**src/rtl/frame_seq.sv**
```systemverilog
module frame_seq #(
  parameter int XLEN = 32,
  parameter int NREG = 12,
  parameter int BASE = 20,
  parameter int IMMW = 5,
  parameter int IDXW = 5
) (
  input  logic            clk,
  input  logic            rst_n,
  input  logic            start,
  input  logic            op_dispose,
  input  logic [NREG-1:0] reg_list,
  input  logic [IMMW-1:0] frame_imm,
  input  logic [IDXW-1:0] ret_idx,
  input  logic [XLEN-1:0] sp_in,
  output logic [XLEN-1:0] sp_out,
  output logic            sp_we,
  output logic [IDXW-1:0] rf_idx,
  input  logic [XLEN-1:0] rf_rdata,
  output logic            rf_wr,
  output logic [XLEN-1:0] rf_wdata,
  output logic            mem_req,
  output logic            mem_we,
  output logic [XLEN-1:0] mem_addr,
  output logic [XLEN-1:0] mem_wdata,
  input  logic [XLEN-1:0] mem_rdata,
  input  logic            mem_ready,
  output logic            busy,
  output logic            done,
  output logic            jump_valid,
  output logic [XLEN-1:0] jump_target
);
  localparam int STEP = XLEN / 8;
  localparam int CW = $clog2(NREG);

  typedef enum logic [1:0] {S_IDLE, S_MEM, S_FIN} st_t;

  st_t             st;
  logic            is_disp;
  logic [NREG-1:0] pend;
  logic [IMMW-1:0] imm_q;
  logic [IDXW-1:0] ret_q;
  logic [XLEN-1:0] wsp;
  logic [CW-1:0]   sel;
  logic [NREG-1:0] pend_next;
  logic [XLEN-1:0] frame_q, frame_in;
  logic            access, fire;

  // build takes the lowest pending bit, teardown the highest
  always_comb begin
    sel = '0;
    for (int i = 0; i < NREG; i++)
      if (pend[is_disp ? i : NREG - 1 - i]) sel = CW'(is_disp ? i : NREG - 1 - i);
  end

  assign pend_next = pend & ~(NREG'(1) << sel);
  assign frame_q   = XLEN'(imm_q) * XLEN'(STEP);
  assign frame_in  = XLEN'(frame_imm) * XLEN'(STEP);
  assign access    = (st == S_MEM);
  assign fire      = access && mem_ready;

  assign mem_req     = access;
  assign mem_we      = access && !is_disp;
  assign mem_addr    = is_disp ? wsp : wsp - XLEN'(STEP);
  assign mem_wdata   = rf_rdata;
  assign rf_idx      = (st == S_FIN) ? ret_q : IDXW'(BASE) + IDXW'(sel);
  assign rf_wr       = fire && is_disp;
  assign rf_wdata    = mem_rdata;
  assign busy        = (st != S_IDLE);
  assign done        = (st == S_FIN);
  assign sp_we       = done;
  assign sp_out      = is_disp ? wsp : wsp - frame_q;
  assign jump_valid  = done && is_disp && (ret_q != '0);
  assign jump_target = rf_rdata;

  always_ff @(posedge clk) begin
    if (!rst_n) begin
      st      <= S_IDLE;
      is_disp <= 1'b0;
      pend    <= '0;
      imm_q   <= '0;
      ret_q   <= '0;
      wsp     <= '0;
    end else begin
      case (st)
        S_IDLE: if (start) begin
          is_disp <= op_dispose;
          pend    <= reg_list;
          imm_q   <= frame_imm;
          ret_q   <= ret_idx;
          wsp     <= op_dispose ? sp_in + frame_in : sp_in;
          st      <= (reg_list != '0) ? S_MEM : S_FIN;
        end
        S_MEM: if (mem_ready) begin
          wsp  <= is_disp ? wsp + XLEN'(STEP) : wsp - XLEN'(STEP);
          pend <= pend_next;
          if (pend_next == '0) st <= S_FIN;
        end
        default: st <= S_IDLE;
      endcase
    end
  end


  hold_req_chk: assert property (@(posedge clk) disable iff (!rst_n)
    mem_req && !mem_ready |=> mem_req && $stable(mem_addr) && $stable(mem_we) && $stable(mem_wdata));


  push_step_chk: assert property (@(posedge clk) disable iff (!rst_n)
    mem_req && mem_we && mem_ready |=> !mem_req || (mem_we && mem_addr == $past(mem_addr) - XLEN'(STEP)));


  pop_step_chk: assert property (@(posedge clk) disable iff (!rst_n)
    mem_req && !mem_we && mem_ready |=> !mem_req || (!mem_we && mem_addr == $past(mem_addr) + XLEN'(STEP)));


  done_pulse_chk: assert property (@(posedge clk) disable iff (!rst_n)
    done |=> !done);


  reload_ready_chk: assert property (@(posedge clk) disable iff (!rst_n)
    rf_wr |-> mem_req && mem_ready && !mem_we);


  jump_at_done_chk: assert property (@(posedge clk) disable iff (!rst_n)
    jump_valid |-> done && rf_idx != '0);


  busy_start_chk: assert property (@(posedge clk) disable iff (!rst_n)
    busy && !done |=> busy);
endmodule

```
**config.mk**
```make
export PLATFORM = sky130hd
export DESIGN_NAME = frame_seq
export DESIGN_NICKNAME = d
export VERILOG_FILES = /design/src/rtl/frame_seq.sv
export SDC_FILE = /design/constraint.sdc
export NUM_CORES = 1
export LEC_CHECK = 0
export BUFFER_PORTS_ARGS = -buffer_cell sky130_fd_sc_hd__buf_2
export CORE_AREA = 5 5 129 131
export DETAILED_ROUTE_END_ITERATION = 16
export DIE_AREA = 0 0 134 136
export GPL_ROUTABILITY_DRIVEN = 0
export GPL_TIMING_DRIVEN = 1
export PLACE_DENSITY = 0.86
export SLEW_MARGIN = 0
export SYNTH_ARGS = -nofsm -noshare
export SYNTH_HDL_FRONTEND = slang
export SYNTH_SLANG_ARGS = --single-unit
export TNS_END_PERCENT = 50
```
**constraint.sdc**
```tcl
create_clock -name clk -period 3.15 [get_ports clk]
set_input_delay 0.63 -clock clk [delete_from_list [all_inputs] [get_ports clk]]
set_output_delay 0.63 -clock clk [all_outputs]
set_load 0.02 [all_outputs]
```
==> results of run 1 <==
[final cells by class]
type	count	area, sq um	share of cell area (%)
Clock buffer	10	239.0	3.066
Clock inverter	6	105.1	1.349
Inverter	28	110.1	1.413
Multi-Input combinational cell	682	4657	59.75
Sequential cell	57	1154	14.80
Tap cell	192	240.2	3.082
Timing Repair Buffer	200	1289	16.54
[cell usage after synthesis, drive strengths merged, types with 15 or more instances]
cell type / n
buf: 121
nand2: 108
nor2: 74
a21oi: 61
dfxtp: 57
clkbuf: 48
o21ai: 46
xor2: 41
xnor2: 40
nor3: 31
inv: 27
nand3: 27
a21boi: 23
a31oi: 20
nor4: 20
nand2b: 16
ha: 15
[worst max-delay path by stage]
stage                     slack, ns  startpoint         end  cells after the start
after floorplan                0.03      wsp[2]  sp_out[24]                     12
after global placement        -0.07    imm_q[1]  sp_out[31]                     11
after detailed placement      -0.09    imm_q[1]  sp_out[31]                     11
after CTS                     -0.21      wsp[2]  sp_out[24]                     13
after global routing          -0.34      wsp[2]  sp_out[24]                     13
final                         -0.28      wsp[2]  sp_out[14]                     13
[stage by stage]
stage,cell area [sq um],utilization (%)
6_report,7794,50.34
5_1_grt,7794,50.34
4_1_cts,7483,48.34
3_5_place_dp,6934,44.79
3_3_place_gp,6934,44.79
2_1_floorplan,6684,-
[registers in the layout, summed over array words and instances, names as in the netlist]
name     count
pend        12
is_disp      1
wsp         32
st           2
ret_q        5
imm_q        5
[cells by family after synthesis]
family          after synthesis  synth area share [%]
simple gates                356                 27.58
compound gates              216                 21.14
buf+inv                     197                 17.84
xor+xnor                     81                 10.77
flops                        57                 17.33
fa+ha+maj                    17                 3.457
mux                          12                 1.881
[tightest hold or removal path, delay by kind of cell (launching register included)]
family / cells / cell delay, ns
flops: 1 / 0.31
simple gates: 1 / 0.06
compound gates: 1 / 0.06
[metal layers]
layer  global-route usage, %  vias up  wire (microns)
li1                        -     3273               -
met2                   38.07      484           10640
met5                       0        -               0
met3                   4.182      111            2320
met1                   29.97     3267            8792
met4                   11.43        0             964
[power by group through the flow]
stage	Clock [mW]	Sequential [mW]	Combinational (mW)
detailed placement	0	0.934	2.31
CTS	1.17	0.925	2.44
global route	1.21	0.953	2.84
floorplan	0	0.864	1.78
finish	1.17	0.943	2.67
global placement	0	0.929	2.28
[timing repair]
| item | in CTS | in global routing |
|---|---|---|
| buffers inserted | 7 | 7 |
| setup endpoints to repair | 31 | 38 |
| gates resized for setup | 41 | 58 |
| pin swaps | 10 | 13 |
| cloned | 0 | 0 |
==> results.md, run 1 <==
* Clk_lat worst skew at 0.33 ns
* CP Max Fanout at 4
* Worst path most repeated cell: buf_6
* Syn Area/Cell at around 7.0 sq um
* Distinct cells, synth at 77
* Most common flop cell mapped by yosys: dfxtp_1
* Initial DRC Count at 1153
* Crit path required time at around 2.5 ns
* Final Non-Filler Cells at 1175
* Worst slew pin tran at 0.7984 ns
* Peak Freq at 0.2919 GHz
* Vias in the first global route at 6682
* #FFs+latches synth at 57
* Logic pwr share at a little under three fifths
* Vias at 7135
* CORE AREA at approximately 15000 sq um
* Antenna viol nets, final at 0
* ANT cells at 0
* Internal power at between 2 and 3 mW
* Switching share of total power at 44.80%
* Post-synth EDFFs at 0
* Maximum number of pins on one net before global-route repair at 44
* CTS tree: built
* H-Tree Depth at 3
* Worst slack, placed at -0.09082 ns
* Hold path startpoint: wsp[0]
* Worst Hold Class: reg -> reg
* DIE AREA at 18220 sq um
* CP arrival at 2.80 ns
* Min cycle time layout at 3.425 ns
* GR Util All Layers at 23.40%
* Fillers at 1459
* Max cap viols at 0
* CP Class: reg -> out
* Buf+Inv Stages, Crit Path at 4
* Most frequent cells in the layout: 110 x buf_2, 107 x nand2_1, 78 x buf_4, 64 x nor2_1, 58 x a21oi_1
* Worst flop-to-flop path endpoint: st[1]
* Worst Hold Path Cells at 2
* Skew final at 0.006054 ns
* Post-DP HPWL at about 16000 microns
* Cell taking the most area after synthesis: dfxtp_1
* R2R cell count at 9
* Slew headroom at 46.48%
* Sequential Power Share at roughly a fifth
* Synth warn at 0
* Synth Instances at 936
* Clock buffer count from CTS at 9
* First-pass GRT wire length at 34430 microns
* Drt total wl at 22710 microns
* Nets at 1118
* Crit-path cells: inv_4, ha_4, fa_2, nor2b_1, o21ai_2, a21boi_2, or4_4, buf_4, buf_6, nand2b_4, o31ai_4, nand2b_1, buf_6
* Gr ovfl total at 0
* Period utilisation layout at 108.7%
* Clock Tree Root: clkbuf_16
* Drt drc at 0
* Power per cell area at 613.5 nW/um^2
* Leak at 3.281 nW
* Status: complete, but fails checks
* Port Buffers at 134
* Commonest non-fill, non-tap cell in the layout: buf_2
* Hold Crit Endpoint: wsp[0]
* Register area share after synthesis at 17.33%
* Setup tns final at -2.364 ns
* Failing checks: negative setup slack
* Placed Cells at 1145
* Power share of the clock group at 24.4%
* Initial antenna violation count at 0
* Top cell type's share of synthesized area at 17.33%
* CTS Buffer Depth at 2
* Worst setup EP type: output port
* P_sw at between 2 and 2.5 mW
* Area Growth Syn to Fin at 18.33%
* Final worst slack at -0.2754 ns
* Worst vdd ir at 277.4 uV
* Hold_buf cts at 0
* Initial core utilization at between 40% and 50%
* Final setup viols at 22
* Fin. Hold Viols at 0
* Slowest stage delay, CP at approximately 0.46 ns
* Final Max Tran Viols at 0
* RSZ-0062 raised after global routing: yes
* Clk slew on worst S/H paths at around 0.060 ns
* Routed len/inst at 19.33 microns
* Sink Count at 57
* Die Span Y at 136 microns
* DRT Pass-1 Iters at 6
* Die Wd at 134 microns
* Reg2reg start: is_disp
* Top cells by area, synth: dfxtp_1 17%, buf_4 12%, nand2_1 6.2%
* CP max stage cell: or4_4
* Hold WS at about 0.47 ns
* Share of layout cells above drive strength 1 at 30.52%
* CP delay by family, top: simple AND/OR/NAND/NOR gates
* Synthesized area at 6586 sq um
* IO Pins at 295
* Total power at 4.782 mW
* Row cnt at 46
* Syn nets at 1076
* Async S/R FF share, synth at 0%
* Worst Setup Start Kind: flip-flop
* R2R Setup Slk at 0.27 ns
* Vias per Instance at 6.072
No activity file was read; power rests on OpenSTA's default activity.
==> inputs of run 2 (changes only) <==
==> config.mk (replaced) <==
export PLATFORM = sky130hd
export DESIGN_NAME = frame_seq
export DESIGN_NICKNAME = d
export VERILOG_FILES = /design/src/rtl/frame_seq.sv
export SDC_FILE = /design/constraint.sdc
export NUM_CORES = 1
export LEC_CHECK = 0
export BUFFER_PORTS_ARGS = -buffer_cell sky130_fd_sc_hd__buf_2
export CORE_AREA = 4 4 128 130
export DETAILED_ROUTE_END_ITERATION = 16
export DIE_AREA = 0 0 132 134
export GPL_ROUTABILITY_DRIVEN = 0
export GPL_TIMING_DRIVEN = 1
export PLACE_DENSITY = 0.74
export SLEW_MARGIN = 0
export SYNTH_ARGS = -nofsm -noshare
export SYNTH_HDL_FRONTEND = slang
export SYNTH_SLANG_ARGS = --single-unit
==> run 2 against run 1 <==
Effect of this change:
- the run still ends with negative setup slack left
- combinational power is 4% higher
- non-clock buffer count is 12 higher
- largest cell class unchanged
- critical path depth stayed put
- highest routed layer unchanged
==> results.md, run 2 (synthesis gave the netlist of run 1 again) <==
* Clock Tree Root: clkbuf_16
* DIE AREA at 17690 sq um (-2.9%)
* Min cycle time layout at 3.345 ns (-0.08084 ns)
* Setup tns final at -0.8305 ns (+1.534 ns)
* Final setup viols at 12 (-45%)
* Hold Crit Endpoint: imm_q[4]
* Skew final at 0.004592 ns (-0.001462 ns)
* CTS Buffer Depth at 2 (unchanged)
* Area Growth Syn to Fin at 20.02%
* Row cnt at 45 (-2.2%)
* Worst Hold Path Cells at 2 (unchanged)
* CTS tree: built
* R2R Setup Slk at 0.32 ns (+0.05 ns)
* RSZ-0062 raised after global routing: yes
* Clock buffer count from CTS at 9 (unchanged)
* Worst Setup Start Kind: flip-flop
* Most frequent cells in the layout: 110 x buf_2, 107 x nand2_1, 89 x buf_4, 63 x nor2_1, 58 x a21oi_1
* Worst vdd ir at 327.4 uV (+18%)
* Reg2reg start: is_disp
* Fin. Hold Viols at 0 (unchanged)
* Maximum number of pins on one net before global-route repair at 44 (unchanged)
* CP Max Fanout at 5 (+1)
* CP arrival at 2.71 ns (-0.09 ns)
* Max cap viols at 0 (unchanged)
* Leak at 3.344 nW (+1.9%)
* H-Tree Depth at 3 (unchanged)
* Die Span Y at 134 microns (-1.5%)
* Peak Freq at 0.2990 GHz (+2.4%)
* Slew headroom at 47.94% (+1.5 points)
* Biggest regs: wsp: 32 flops, pend: 12 flops
* Worst slew pin tran at 0.7767 ns (-0.02177 ns)
* CORE AREA at 15150 sq um (-2.2%)
* Total power at 4.587 mW (-4.1%)
* Max reg flops at 32 (unchanged)
* Biggest register: wsp
* Failing checks: negative setup slack
* Gr ovfl total at 0 (unchanged)
* Antenna viol nets, final at 0 (unchanged)
* Vias in the first global route at 6711 (+0.43%)
* Drt total wl at 22210 microns (-2.2%)
* Initial antenna violation count at 0 (unchanged)
* First-pass GRT wire length at 34970 microns (+1.6%)
* Crit path required time at 2.52 ns (about the same)
* GR Util All Layers at 23.96% (+0.56 points)
* Sink Count at 57 (unchanged)
* Port Buffers at 134 (unchanged)
* Commonest non-fill, non-tap cell in the layout: buf_2
* Drt drc at 0 (unchanged)
* Vias at 7151 (+0.22%)
* Vias per Instance at 6.050 (-0.37%)
* Status: complete, but fails checks
* DRT Pass-1 Iters at 6 (unchanged)
* Initial DRC Count at 793 (-31%)
* Nets at 1130 (+1.1%)
* Power per cell area at 580.3 nW/um^2 (-5.4%)
* Initial core utilization at 43.49% (+0.95 points)
* IO Pins at 295 (unchanged)
* CP Class: reg -> out
* Die Wd at 132 microns (-1.5%)
* Share of layout cells above drive strength 1 at 32.60% (+2.1 points)
* Worst flop-to-flop path endpoint: st[0]
* Post-DP HPWL at 15990 microns (-1.4%)
* Final Max Tran Viols at 0 (unchanged)
* Routed len/inst at 18.79 microns (-2.8%)
* Worst setup EP type: output port
* Period utilisation layout at 106.2% (-2.6 points)
* Worst Hold Class: reg -> reg
* Clk slew on worst S/H paths at 0.05 ns (about the same)
* Hold path startpoint: imm_q[4]
* ANT cells at 0 (unchanged)
* R2R cell count at 9 (unchanged)
* Clk_lat worst skew at 0.33 ns (about the same)
* Final worst slack at -0.1946 ns (+0.08084 ns)
==> run 2: cell types whose count changed in the layout (fill, tap and decap cells not counted), moves of 2 or more <==
cell | before | now
or3_4 | 2 | 4
buf_6 | 10 | 13
nor2b_1 | 9 | 7
buf_12 | 2 | 0
bufinv_16 | 3 | 0
nor2_4 | 6 | 9
o31ai_4 | 1 | 3
or3_1 | 9 | 7
nor4_4 | 1 | 4
dfxtp_2 | 4 | 6
buf_4 | 78 | 89
nor4_1 | 15 | 12
nor2_2 | 4 | 2
==> run 2: worst max-delay path, stage by stage, from the launching register on <==
cell	delay (ns)
dfxtp_2	0.33
inv_4	0.06
ha_4	0.13
fa_2	0.20
nor2b_2	0.05
o21ai_2	0.16
a21boi_2	0.09
or4_4	0.45
nor3_4	0.17
nand3b_1	0.11
buf_6	0.16
nor3_4	0.20
xor2_2	0.15
buf_6	0.13
==> run 2: timing repair <==
item / CTS / global route
buffers inserted: 10 / 7
setup endpoints to repair: 29 / 34
hold buffers: 0 / 0
gates resized for setup: 78 / 47
pin swaps: 14 / 14
==> run 2: where the power goes <==
part / leakage, nW / internal, mW / switching, mW
clock: 0.135 / 0.543 / 0.346
combinational: 2.74 / 1.11 / 1.66
sequential: 0.472 / 0.804 / 0.118
total: 3.34 / 2.46 / 2.13
==> run 2: stage by stage <==
step / hold slack (ns) / std cells / setup slack [ns] / cell area [sq um] / utilization (%)
6_report: 0.4551 / 1182 / -0.1946 / 7905 / 52.19
5_1_grt: 0.4986 / 1182 / -0.2725 / 7905 / 52.19
4_1_cts: 0.4549 / 1176 / -0.1881 / 7647 / 50.49
3_5_place_dp: 0.4483 / 1152 / -0.08484 / 6987 / 46.13
3_3_place_gp: 0.4433 / 1152 / -0.02395 / 6987 / 46.13
2_1_floorplan: 0.4363 / 936 / 0.02725 / 6684 / -
==> run 2: layout make-up <==
cell class                      count  area (sq um)
Inverter                           28         112.6
Clock inverter                      4         20.02
Tap cell                          188         235.2
Fill cell                        1467          7241
Clock buffer                       11         242.7
Sequential cell                    57          1152
Timing Repair Buffer              212          1365
Multi-Input combinational cell    682          4777
==> run 2: how the worst max path moves through the flow <==
stage / startpoint / endpoint / slack (ns) / cells after the start
global placement: imm_q[1] / sp_out[31] / -0.02 / 11
global route: wsp[2] / sp_out[24] / -0.27 / 13
CTS: wsp[2] / sp_out[24] / -0.19 / 13
detailed placement: imm_q[1] / sp_out[31] / -0.08 / 11
finish: wsp[2] / sp_out[24] / -0.19 / 13
floorplan: wsp[2] / sp_out[24] / 0.03 / 12
==> run 2: routing by layer <==
layer	vias to the layer above	global-route usage, %	wire [microns]
met2	420	38.48	10260
met3	83	4.764	2067
met5	-	0	0
met1	3364	31.58	9125
met4	0	9.802	763
li1	3284	-	-
==> inputs of run 3 (changes only) <==
--- a/config.mk
+++ b/config.mk
@@ -6,12 +6,14 @@
 export NUM_CORES = 1
 export LEC_CHECK = 0
 export BUFFER_PORTS_ARGS = -buffer_cell sky130_fd_sc_hd__buf_2
-export CORE_AREA = 4 4 128 130
+export CELL_PAD_IN_SITES_DETAIL_PLACEMENT = 0
+export CELL_PAD_IN_SITES_GLOBAL_PLACEMENT = 2
+export CORE_AREA = 4 4 175 177
 export DETAILED_ROUTE_END_ITERATION = 16
-export DIE_AREA = 0 0 132 134
+export DIE_AREA = 0 0 179 181
 export GPL_ROUTABILITY_DRIVEN = 0
 export GPL_TIMING_DRIVEN = 1
-export PLACE_DENSITY = 0.74
+export PLACE_DENSITY = 0.75
 export SLEW_MARGIN = 0
 export SYNTH_ARGS = -nofsm -noshare
 export SYNTH_HDL_FRONTEND = slang
==> run 3 against run 2 <==
Effect of this change:
- critical path depth did not move
- largest cell class unchanged
- register-to-register slack is essentially flat
- via count down 4.5%
- fmax is 0.81% lower
- clock-buffer cell count down 1
- largest power group unchanged
- final cell count up 18%
- the run still ends with negative setup slack left
- hold slack better by 0.0019 ns
- flip-flop and latch count stayed put
- sequential share of layout area fell by 0.74 points
==> results.md, run 3 (synthesis gave the netlist of run 1 again) <==
* Status: complete, but fails checks
* Failing checks: negative setup slack
* Min cycle time layout at 3.372 ns (+0.02720 ns)
* Final worst slack at -0.2218 ns (-0.02720 ns)
* Total power at 4.791 mW (+4.4%)
* Worst setup EP type: output port
* Sink Count at 57 (unchanged)
* GR Util All Layers at 15.77% (-8.2 points)
* Slew headroom at 42.58% (-5.4 points)
* Routed len/inst at 18.72 microns (-0.41%)
* Hold WS at 0.4570 ns (+0.001929 ns)
* Initial core utilization at 22.52% (-21 points)
* Fin. Hold Viols at 0 (unchanged)
* Nets at 1140 (+0.88%)
* DIE AREA at 32400 sq um (+83%)
* Clk_lat worst skew at 0.35 ns (+0.02 ns)
* Clock Tree Root: clkbuf_16
* Clk slew on worst S/H paths at 0.05 ns (about the same)
* Antenna viol nets, final at 0 (unchanged)
* DRT Pass-1 Iters at 7 (+1)
* DR top layer: met4
* Skew final at 0.007874 ns (+0.003282 ns)
* Met2 WL at 12570 microns (+22%)
* Biggest register: wsp
* Worst Hold Class: reg -> reg
* Leak at 3.430 nW (+2.6%)
* Power per cell area at 577.3 nW/um^2 (-0.52%)
* R2R Setup Slk at 0.32 ns (about the same)
* Max reg flops at 32 (unchanged)
* Biggest regs: wsp: 32 flops, pend: 12 flops
* First-pass GRT wire length at 39590 microns (+13%)
* CTS Buffer Depth at 2 (unchanged)
* Period utilisation layout at 107.0% (+0.86 points)
* Worst slack, placed at -0.09125 ns (-0.006404 ns)
* H-Tree Depth at 3 (unchanged)
* Crit path required time at 2.52 ns (about the same)
* Die Span Y at 181 microns (+35%)
* Drt total wl at 26110 microns (+18%)
* Final Max Tran Viols at 0 (unchanged)
* Setup tns final at -1.862 ns (-1.032 ns)
* CP arrival at 2.74 ns (+0.03 ns)
* CTS tree: built
* Initial DRC Count at 353 (-55%)
* Hold_buf cts at 0 (unchanged)
* Die Wd at 179 microns (+36%)
* Post-DP HPWL at 19920 microns (+25%)
* Worst slew pin tran at 0.8567 ns (+0.08005 ns)
* CP Class: reg -> out
* Row cnt at 63 (+40%)
* Gr ovfl total at 0 (unchanged)
* Most frequent cells in the layout: 108 x nand2_1, 107 x buf_2, 96 x buf_4, 63 x nor2_1, 58 x a21oi_1
* IO Pins at 295 (unchanged)
* Drt drc at 0 (unchanged)
* Finished Core Util at 28.38% (-24 points)
* Commonest non-fill, non-tap cell in the layout: nand2_1
* Final setup viols at 19 (+7)
* Worst vdd ir at 232.9 uV (-29%)
* RSZ-0062 raised after global routing: yes
* Vias per Instance at 4.894 (-19%)
* ANT cells at 0 (unchanged)
* Worst Setup Start Kind: flip-flop
* Vias in the first global route at 6743 (+0.48%)
* Detail Route met3 WL at 1248 microns (-40%)
* Area Growth Syn to Fin at 26.01%
* Share of layout cells above drive strength 1 at 33.43% (+0.84 points)
* Initial antenna violation count at 0 (unchanged)
* CORE AREA at 29240 sq um (+93%)
* Clock buffer count from CTS at 9 (unchanged)
* Length of routed wiring on met1 at 11570 microns (+27%)
* Vias at 6827 (-4.5%)
* Maximum number of pins on one net before global-route repair at 43 (-2.3%)
* Max cap viols at 0 (unchanged)
* Peak Freq at 0.2966 GHz (-0.81%)
* Port Buffers at 134 (unchanged)
* CP Max Fanout at 5 (unchanged)
run 3: cell count changes in the layout (fill, tap and decap cells not counted), moves of 2 or more:
cell / before / now
nor2_2: 2 / 5
nor4_4: 4 / 0
buf_4: 89 / 96
xnor2_4: 0 / 5
buf_2: 110 / 107
xor2_2: 7 / 9
nor4_1: 12 / 15
o31ai_4: 3 / 0
xor2_1: 34 / 32
o31ai_2: 0 / 2
nor2_4: 9 / 6
xnor2_1: 33 / 27
buf_6: 13 / 18
nor2b_1: 7 / 9
run 3: area by class of cell:
class	count	area, sq um
clock buffers	10	239.0
clock inverters	6	57.56
fillers	3215	20950
inverters	28	110.1
multi-input cells	682	4777
flip-flops and latches	57	1149
well taps	390	488.0
repair buffers	222	1479
run 3: routing by layer:
layer	vias up	GRT usage, %
met5	-	0
met3	51	2.678
met4	0	6.202
li1	3302	-
met2	227	25.61
met1	3247	20.74
run 3: what timing repair did:
| action | 4_1_cts | 5_1_grt |
|---|---|---|
| endpoints found under the setup margin | 35 | 38 |
| gates resized for setup | 85 | 39 |
| setup buffers | 9 | 4 |
| pin swaps | 18 | 15 |
run 3: final timing paths:
check	from	end	cells after the start
setup / recovery	wsp[2]	sp_out[28]	13
hold / removal	imm_q[4]	imm_q[4]	2
hold reg to reg	imm_q[4]	imm_q[4]	2
setup reg to reg	pend[6]	st[0]	8
run 3: per-stage QoR:
| step | std cells | cell area [sq um] |
|---|---|---|
| 4_1_cts | 1392 | 8077 |
| 3_5_place_dp | 1369 | 7366 |
| 2_1_floorplan | 936 | 6684 |
| 6_report | 1395 | 8299 |
| 5_1_grt | 1395 | 8299 |
| 3_3_place_gp | 1369 | 7366 |
run 3: critical path: stages (launching register included):
cell      delay, ns
dfxtp_2        0.33
inv_4          0.07
ha_4           0.14
fa_2           0.19
nor2b_1        0.04
o21ai_1        0.16
a21boi_1       0.11
or4_4          0.46
nor3_4         0.14
nand3b_1       0.12
buf_6          0.16
nor3_4         0.14
xor2_2         0.19
buf_6          0.14
run 3: power by group:
| part | internal, mW | switching (mW) |
|---|---|---|
| Sequential | 0.803 | 0.104 |
| Clock | 0.628 | 0.390 |
| Combinational | 1.14 | 1.73 |
